==> config.mk <==
export PLATFORM = sky130hd
export DESIGN_NAME = be_lsu_align
export DESIGN_NICKNAME = d
export VERILOG_FILES = /design/src/rtl/be_align_pkg.sv /design/src/rtl/be_align_fault.sv /design/src/rtl/be_load_merge.sv /design/src/rtl/be_store_shift.sv /design/src/rtl/be_lsu_align.sv
export SDC_FILE = /design/constraint.sdc
export NUM_CORES = 1
export LEC_CHECK = 0
export BUFFER_PORTS_ARGS = -buffer_cell sky130_fd_sc_hd__buf_2
export CORE_ASPECT_RATIO = 0.9
export CORE_MARGIN = 3
export CORE_UTILIZATION = 44
export CTS_BUF_LIST = sky130_fd_sc_hd__clkbuf_16
export DETAILED_ROUTE_END_ITERATION = 6
export HOLD_SLACK_MARGIN = 0.05
export PLACE_DENSITY = 0.71
export SLEW_MARGIN = 0
export SYNTH_ARGS = -nofsm -noshare
export SYNTH_HDL_FRONTEND = slang
export SYNTH_HIERARCHICAL = 1
export SYNTH_SLANG_ARGS = --single-unit
==> constraint.sdc <==
create_clock -name clk -period 2.9 [get_ports clk]
set_clock_uncertainty 0.2 [all_clocks]
set_input_delay 0.145 -clock clk [delete_from_list [all_inputs] [get_ports clk]]
set_output_delay 0.145 -clock clk [all_outputs]
set_load 0.03 [all_outputs]
==> src/rtl/be_align_pkg.sv <==
package be_align_pkg;

  // Access kind codes shared by loads and stores
  typedef enum logic [2:0] {
    ACC_BYTE_S = 3'd0,
    ACC_BYTE_U = 3'd1,
    ACC_HALF_S = 3'd2,
    ACC_HALF_U = 3'd3,
    ACC_WORD   = 3'd4,
    ACC_LEFT   = 3'd5,
    ACC_RIGHT  = 3'd6,
    ACC_NONE   = 3'd7
  } acc_kind_e;

  function automatic logic kind_is_half(acc_kind_e k);
    return (k == ACC_HALF_S) || (k == ACC_HALF_U);
  endfunction

  function automatic logic kind_is_byte(acc_kind_e k);
    return (k == ACC_BYTE_S) || (k == ACC_BYTE_U);
  endfunction

endpackage

==> src/rtl/be_align_fault.sv <==
module be_align_fault
  import be_align_pkg::*;
#(
  parameter int LANES = 4
) (
  input  acc_kind_e                    kind,
  input  logic [$clog2(LANES)-1:0]     addr,
  output logic                         misaligned,
  output logic                         kind_ok
);

  always_comb begin
    misaligned = 1'b0;
    if (kind_is_half(kind)) begin
      misaligned = addr[0];
    end else if (kind == ACC_WORD) begin
      misaligned = |addr;
    end
  end

  assign kind_ok = (kind != ACC_NONE);

endmodule

==> src/rtl/be_load_merge.sv <==
module be_load_merge
  import be_align_pkg::*;
#(
  parameter int LANES  = 4,
  parameter int BYTE_W = 8
) (
  input  acc_kind_e                    kind,
  input  logic [$clog2(LANES)-1:0]     addr,
  input  logic [LANES*BYTE_W-1:0]      mem_word,
  input  logic [LANES*BYTE_W-1:0]      reg_word,
  output logic [LANES*BYTE_W-1:0]      ld_word
);

  localparam int DATA_W = LANES * BYTE_W;
  localparam int AW     = $clog2(LANES);

  // Lane 0 is the lowest address and the most significant byte
  logic [BYTE_W-1:0] mem_lane [LANES];
  logic [BYTE_W-1:0] reg_lane [LANES];
  logic [DATA_W-1:0] merged_word;

  for (genvar gi = 0; gi < LANES; gi++) begin : g_split
    assign mem_lane[gi] = mem_word[DATA_W-1-gi*BYTE_W -: BYTE_W];
    assign reg_lane[gi] = reg_word[DATA_W-1-gi*BYTE_W -: BYTE_W];
  end

  // Word, left and right forms: per-lane choice between memory and register
  for (genvar gi = 0; gi < LANES; gi++) begin : g_merge
    logic [BYTE_W-1:0] lane_q;
    always_comb begin
      int src;
      lane_q = reg_lane[gi];
      src    = gi;
      case (kind)
        ACC_WORD: begin
          lane_q = mem_lane[gi];
        end
        ACC_LEFT: begin
          src = gi + int'(addr);
          if (src < LANES) lane_q = mem_lane[src[AW-1:0]];
        end
        ACC_RIGHT: begin
          src = gi - (LANES - 1 - int'(addr));
          if (src >= 0) lane_q = mem_lane[src[AW-1:0]];
        end
        default: lane_q = reg_lane[gi];
      endcase
    end
    assign merged_word[DATA_W-1-gi*BYTE_W -: BYTE_W] = lane_q;
  end

  // Byte and halfword extraction
  logic [BYTE_W-1:0] byte_v;
  logic [BYTE_W-1:0] half_hi;
  logic [BYTE_W-1:0] half_lo;

  assign byte_v  = mem_lane[addr];
  assign half_hi = mem_lane[{addr[AW-1:1], 1'b0}];
  assign half_lo = mem_lane[{addr[AW-1:1], 1'b1}];

  always_comb begin
    case (kind)
      ACC_BYTE_S: ld_word = {{(DATA_W-BYTE_W){byte_v[BYTE_W-1]}}, byte_v};
      ACC_BYTE_U: ld_word = {{(DATA_W-BYTE_W){1'b0}}, byte_v};
      ACC_HALF_S: ld_word = {{(DATA_W-2*BYTE_W){half_hi[BYTE_W-1]}}, half_hi, half_lo};
      ACC_HALF_U: ld_word = {{(DATA_W-2*BYTE_W){1'b0}}, half_hi, half_lo};
      default:    ld_word = merged_word;
    endcase
  end

endmodule

==> src/rtl/be_store_shift.sv <==
module be_store_shift
  import be_align_pkg::*;
#(
  parameter int LANES  = 4,
  parameter int BYTE_W = 8
) (
  input  acc_kind_e                    kind,
  input  logic [$clog2(LANES)-1:0]     addr,
  input  logic [LANES*BYTE_W-1:0]      reg_word,
  output logic [LANES-1:0]             be,
  output logic [LANES*BYTE_W-1:0]      wdata
);

  localparam int DATA_W = LANES * BYTE_W;
  localparam int AW     = $clog2(LANES);

  logic [BYTE_W-1:0] reg_lane [LANES];

  for (genvar gi = 0; gi < LANES; gi++) begin : g_split
    assign reg_lane[gi] = reg_word[DATA_W-1-gi*BYTE_W -: BYTE_W];
  end

  // Lane gj is memory offset gj; its enable sits at be[LANES-1-gj]
  for (genvar gj = 0; gj < LANES; gj++) begin : g_lane
    logic              en;
    logic [BYTE_W-1:0] lane_q;
    always_comb begin
      int src;
      en  = 1'b0;
      src = gj;
      case (kind)
        ACC_BYTE_S, ACC_BYTE_U: begin
          en  = (gj == int'(addr));
          src = LANES - 1;
        end
        ACC_HALF_S, ACC_HALF_U: begin
          en  = ((gj / 2) == (int'(addr) / 2));
          src = LANES - 2 + (gj % 2);
        end
        ACC_WORD: begin
          en  = 1'b1;
          src = gj;
        end
        ACC_LEFT: begin
          en  = (gj >= int'(addr));
          src = gj - int'(addr);
        end
        ACC_RIGHT: begin
          en  = (gj <= int'(addr));
          src = gj + LANES - 1 - int'(addr);
        end
        default: begin
          en  = 1'b0;
          src = gj;
        end
      endcase
      lane_q = en ? reg_lane[src[AW-1:0]] : '0;
    end
    assign be[LANES-1-gj]                          = en;
    assign wdata[DATA_W-1-gj*BYTE_W -: BYTE_W]     = lane_q;
  end

endmodule

==> src/rtl/be_lsu_align.sv <==
module be_lsu_align
  import be_align_pkg::*;
#(
  parameter int LANES  = 4,
  parameter int BYTE_W = 8
) (
  input  logic                         clk,
  input  logic                         rst,
  input  logic                         req_valid,
  input  logic                         req_is_store,
  input  logic [2:0]                   req_kind,
  input  logic [$clog2(LANES)-1:0]     req_addr_lo,
  input  logic [LANES*BYTE_W-1:0]      mem_rdata,
  input  logic [LANES*BYTE_W-1:0]      reg_val,
  output logic                         ld_valid,
  output logic [LANES*BYTE_W-1:0]      ld_data,
  output logic [LANES-1:0]             st_be,
  output logic [LANES*BYTE_W-1:0]      st_wdata,
  output logic                         misalign
);

  localparam int DATA_W = LANES * BYTE_W;

  acc_kind_e          kind;
  logic               mis_w;
  logic               kind_ok_w;
  logic [DATA_W-1:0]  ld_w;
  logic [LANES-1:0]   be_w;
  logic [DATA_W-1:0]  wd_w;
  logic               do_load;
  logic               do_store;

  assign kind = acc_kind_e'(req_kind);

  be_align_fault #(.LANES(LANES)) u_fault (
    .kind       (kind),
    .addr       (req_addr_lo),
    .misaligned (mis_w),
    .kind_ok    (kind_ok_w)
  );

  be_load_merge #(.LANES(LANES), .BYTE_W(BYTE_W)) u_load (
    .kind     (kind),
    .addr     (req_addr_lo),
    .mem_word (mem_rdata),
    .reg_word (reg_val),
    .ld_word  (ld_w)
  );

  be_store_shift #(.LANES(LANES), .BYTE_W(BYTE_W)) u_store (
    .kind     (kind),
    .addr     (req_addr_lo),
    .reg_word (reg_val),
    .be       (be_w),
    .wdata    (wd_w)
  );

  assign do_load  = req_valid && !req_is_store && kind_ok_w && !mis_w;
  assign do_store = req_valid &&  req_is_store && kind_ok_w && !mis_w;

  always_ff @(posedge clk) begin
    if (rst) begin
      ld_valid <= 1'b0;
      ld_data  <= '0;
      st_be    <= '0;
      st_wdata <= '0;
      misalign <= 1'b0;
    end else begin
      ld_valid <= do_load;
      misalign <= req_valid && mis_w;
      st_be    <= do_store ? be_w : '0;
      if (do_load)  ld_data  <= ld_w;
      if (do_store) st_wdata <= wd_w;
    end
  end

endmodule

==> results.cfg, run 1 <==
[status]
status = completed

[yosys]
ys_seq_area_frac = 0.177
ys_top_cells_by_count = nand2b_1, mux2i_1, dfxtp_1, mux2_2, nor2_1
synth.top_cell.area_share = 0.177
async_flop_share = 0
synthTopCellsByArea = dfxtp_1, mux2i_1, nand2b_1, mux2_2, mux4_2
syn_inst = 932
synth_area_per_cell_um2 = 8.48
yosysMostFrequentCell = nand2b_1
ys_seq_elements = 70
syn_nets = 1015
ys_types = 64
synthFlopType = dfxtp_1
synth_edf_count = 0
syn_area_um2 = 7910
synth_top_cell_by_area = dfxtp_1
yosys_warnings = 6

[route]
drtIter0Drc = 1107
routed_wl_mm = 26.7
routed_via_density = 6.20
drt-pass1-iter-count = 5
route.detailed.drc = 0
vias = 7827
postRouteAntennaNets = 0
wire_per_inst_um = 21.2

[floorplan]
io_pins = 143
dieArea_um2 = 19600
start_util = 0.459
row_count = 45
die_w_um = 147
coreArea_um2 = 17200
die_y_um = 133

[place]
dp_cells = 1246
dp_slack_ps = 382
post-dp-hpwl_mm = 19.5
gp_congestion = 0.986
place_area_um2 = 8620
port_buffers = 142

[power]
powerDensity_nw_per_um2 = 373
leakagePower_uw = 0.00355
ir_drop_mv = 0.356
power_uw = 3320

[setup_path]
reg2regPathDepth = 2
startpoint_type = input pin
r2r_slack_ps = 2030
critPathMaxFanout = 80
reg2reg_from = st_wdata[22]$_SDFFE_PP0P_
required_ps = 2920
cp-end-kind = flop
r2r_end = st_wdata[22]$_SDFFE_PP0P_
path_class = input pin to flop
arrival_ps = 2300

[min_path]
worstHoldEndpoint = ld_data[10]$_SDFFE_PP0P_
min_path_cells = 5
min_from = reg_val[10]
hold_path.class = input pin to flop

[layout]
multi_input_area_um2 = 5890
drive_gt1_frac = 0.270
n_antenna_cell = 0
syn_to_final_growth_pct = 12.7
finish.net_count = 1106
post-route-cell-area_um2 = 8910
stdcell_count = 1263
seq_area_um2 = 1400
fillCellCount = 1700

[sta]
finalSetupTns_ps = 0
period_minus_slack_ps = 2270
slew_headroom = 0.226
layout_setup_ws_ps = 627
worstMarginPinSlew_ps = 1160
final_max_slew_viol_count = 0
rsz0062_at_grt = false
finalHoldViolations = 0
setup_viol_count_final = 0
finalCritPeriodShare = 0.784
fmax_mhz = 440

[clock_tree]
postCtsSetupBuffers = 0
cts_buffers = 9
clock_latency_ps = 350
cts.sinks = 70
cts_root_buffer = clkbuf_16
cts_tree = built
htreeDepth = 3
clkTransAtPathRegs_ps = 60
ctsResizeCount = 0
clockBufferDepth = 2

[grt]
antenna_found_initial = 0
grt_pass1_wl_mm = 41.4
grt_pass1_vias = 7033
grt_max_degree = 82
gr-usage-all-layers = 0.264
grt_overflow_total = 0

[run]
drv_cap = 0
==> registers in the layout, summed over array words and instances, names as in the netlist <==
name and cells:
st_be 4, st_wdata 32, misalign 1, ld_valid 1, ld_data 32
==> metal layers <==
layer / global-route usage / share of wire / vias up
met5: 0 / 0 / -
met4: 0.0823 / 0.024 / 0
met3: 0.0673 / 0.11 / 40
met2: 0.366 / 0.41 / 451
met1: 0.396 / 0.46 / 3678
li1: - / - / 3658
==> cell type report <==
cell class,count,share of cell area
clock buffer,9,0.0253
inverter,12,0.00506
multi-input combinational,759,0.662
tap,235,0.0330
sequential,70,0.157
timing repair buffer,171,0.112
clock inverter,7,0.00548
==> critical path, stage by stage <==
cell and delay [ps]:
buf_4 100, buf_12 320, inv_1 130, ha_1 370
nand2b_1 120, a21oi_1 60, o21ai_1 590, o22ai_1 230
nand2b_1 130, mux2i_1 70
==> power by group <==
part	internal [uW]	switching, uW
clock network	578	452
registers	1000	21.1
logic	509	754
total	2090	1230
==> timing repair <==
action | in CTS | in global routing
hold buffers | 1 | 0
hold endpoints to repair | 1 | 0
endpoints found under the setup margin | 0 | 0
==> through the flow <==
step / hold WS, ps / util
after floorplan: 65.7 / -
after global placement: 191 / 0.500
after detailed placement: 198 / 0.500
after CTS: 172 / 0.517
after global routing: 229 / 0.517
final: 174 / 0.517
==> placed cells by master, fill, tap and decap left out, drive strengths merged, types with 37 or more instances in the layout <==
cell type  instances
buf              170
dfxtp             70
mux2              49
mux2i            101
nand2             43
nand2b           139
nor2              45
nor2b             39
o21ai             57
o22ai             37
==> how the worst max path moves through the flow <==
| stage | startpoint | endpoint | slack [ps] | cells past startpoint |
|---|---|---|---|---|
| floorplan | req_addr_lo[0] | ld_data[16]$_SDFFE_PP0P_ | 70 | 13 |
| global placement | req_addr_lo[0] | st_wdata[21]$_SDFFE_PP0P_ | 400 | 10 |
| detailed placement | req_addr_lo[0] | st_wdata[31]$_SDFFE_PP0P_ | 380 | 10 |
| CTS | req_addr_lo[0] | st_wdata[31]$_SDFFE_PP0P_ | 740 | 10 |
| global route | req_addr_lo[0] | st_wdata[31]$_SDFFE_PP0P_ | 490 | 10 |
| finish | req_addr_lo[0] | st_wdata[31]$_SDFFE_PP0P_ | 630 | 10 |
==> cells by family (layout without fill, tap and decap cells) <==
family	Yosys count	count (layout)	share of synthesized area
simple gates	336	336	0.254
xor+xnor	1	1	0.00111
compound gates	238	238	0.208
buf+inv	103	199	0.0774
flops	70	70	0.177
mux	174	174	0.267
fa+ha+maj	10	10	0.0158
No activity file was read; power rests on OpenSTA's default activity.
==> run 2, diff against run 1 <==
- PLACE_DENSITY: 0.71 -> 0.68
- clock period: 2.9 -> 2.1 ns (I/O delays scaled with it)
==> run 2 against run 1 <==
Effect of this change:
- non-clock buffer count increased by 79
- utilization rose by 4.3 points
- combinational power grew 52%
- sequential share of layout area shrank 1.2 points
- register-to-register slack got worse by 790 ps
- sequential cell count unchanged
- cell count rose by 6.3%
- wire length grew 3.5%
- critical path depth unchanged
- via count up 4.4%
- die area unchanged
- design area grew 8.4%
- critical endpoint is now st_wdata[16]$_SDFFE_PP0P_
- largest power group unchanged
==> results.cfg, run 2 (same netlist as run 1, synthesis figures left out) <==
[clock_tree]
htreeDepth = 3
clkTransAtPathRegs_ps = 60
clock_latency_ps = 350
cts_tree = built
cts.sinks = 70
clockBufferDepth = 2
cts_root_buffer = clkbuf_16
cts_buffers = 9

[power]
p_seq_frac = 0.287
p_comb_frac = 0.389
leakagePower_uw = 0.00400
p_int_uw = 3160
ir_drop_mv = 0.395
netSwitchingFraction = 0.359
power_switching_uw = 1770
clkPwrFrac = 0.324
powerDensity_nw_per_um2 = 511

[route]
wl_met1_mm = 12.7
dr.max_layer_used = met4
wl_met2_mm = 11.2
wire_per_inst_um = 20.6
vias = 8168
route.detailed.drc = 0
met3_length_mm = 2.95
routed_wl_mm = 27.7
drtIter0Drc = 990
routed_via_density = 6.09
postRouteAntennaNets = 0
drt-pass1-iter-count = 6

[sta]
period_minus_slack_ps = 1980
finalSetupTns_ps = 0
final_max_slew_viol_count = 0
finalHoldViolations = 0
rsz0062_at_grt = false
slew_headroom = 0.566
finalCritPeriodShare = 0.944
setup_viol_count_final = 0
worstMarginPinSlew_ps = 647
fmax_mhz = 505

[setup_path]
path_class = input pin to flop
cp_cell_sequence = buf_2 -> inv_1 -> ha_1 -> or2_2 -> a21boi_1 -> o21ai_1 -> buf_4 -> o22ai_1 -> nand2b_1 -> mux2i_1
cp-end-kind = flop
critPathMaxStageDelay_ps = 290
crit_slowest_cell = or2_2
path_buf_inv = 3
required_ps = 2170
startpoint_type = input pin
critPathTopFamily = compound AO/OA/AOI/OAI gates
arrival_ps = 2050
critPathMaxFanout = 7

[floorplan]
dieArea_um2 = 19600
coreArea_um2 = 17200
die_w_um = 147
die_y_um = 133
start_util = 0.459
io_pins = 143
row_count = 45

[layout]
reg_top3 = ld_data x32, st_wdata x32, st_be x4
finish.net_count = 1185
drive_gt1_frac = 0.327
post-route-cell-area_um2 = 9650
stdcell_count = 1342
layout_commonest_cell = buf_2
syn_to_final_growth_pct = 22.1
n_antenna_cell = 0
finish.utilization = 0.560
layout_common_cells = buf_2, nand2b_1, mux2i_1, buf_4, dfxtp_1

[grt]
grt_pass1_wl_mm = 42.4
grt_max_degree = 94
antenna_found_initial = 0
gr-usage-all-layers = 0.273
grt_pass1_vias = 7395
grt_overflow_total = 0

[run]
drv_cap = 0

[min_path]
hold_path.class = input pin to flop

[place]
gp_congestion = 1.01
port_buffers = 142
dp_cells = 1324
place_area_um2 = 9320
post-dp-hpwl_mm = 20.8

[status]
status = completed
## run 2: worst paths after layout
kind,from,to,slack (ps),cells past startpoint
hold reg to reg,st_wdata[3]$_SDFFE_PP0P_,st_wdata[3]$_SDFFE_PP0P_,270,2
setup reg to reg,st_wdata[7]$_SDFFE_PP0P_,st_wdata[7]$_SDFFE_PP0P_,1240,2
setup / recovery,req_addr_lo[1],st_wdata[16]$_SDFFE_PP0P_,120,10
hold / removal,rst,misalign$_SDFF_PP0_,70,3
## run 2: power groups by stage
stage / clock network [uW] / logic (uW) / registers (uW)
2_1_floorplan: 0 / 1110 / 1560
3_3_place_gp: 0 / 1860 / 1440
3_5_place_dp: 0 / 1860 / 1440
4_1_cts: 1640 / 1870 / 1420
5_1_grt: 1690 / 2040 / 1420
6_report: 1600 / 1920 / 1420
## run 2: worst reg2reg max path: stages, from the launching register on
cell      delay [ps]
dfxtp_1          350
nand2b_1          60
mux2i_1          170
## run 2: layout make-up
cell class                      instances  area (um^2)
Clock buffer                            9          225
Timing Repair Buffer                  250         1660
Tap cell                              235          294
Fill cell                            1640         7580
Sequential cell                        70         1400
Clock inverter                          7         80.1
Inverter                               12         47.5
Multi-Input combinational cell        759         5940
## run 2: what timing repair did
action                                  4_1_cts  5_1_grt
buffers inserted                              0        0
endpoints found under the setup margin        0        1
hold endpoints to repair                      1        0
resized for setup                             0        1
hold buffers                                  2        0
## run 2: through the flow
stage	hold slack, ps	setup slack, ps	total power [uW]
finish	71.1	118	4930
global placement	153	-156	3300
detailed placement	156	-192	3310
global route	110	15.4	5150
CTS	65.5	170	4930
floorplan	25.7	-357	2670
## run 2: per-layer routing
layer	vias to the layer above	global-route usage
li1	3822	-
met1	3802	0.411
met2	488	0.377
met3	56	0.0667
met4	0	0.0942
met5	-	0
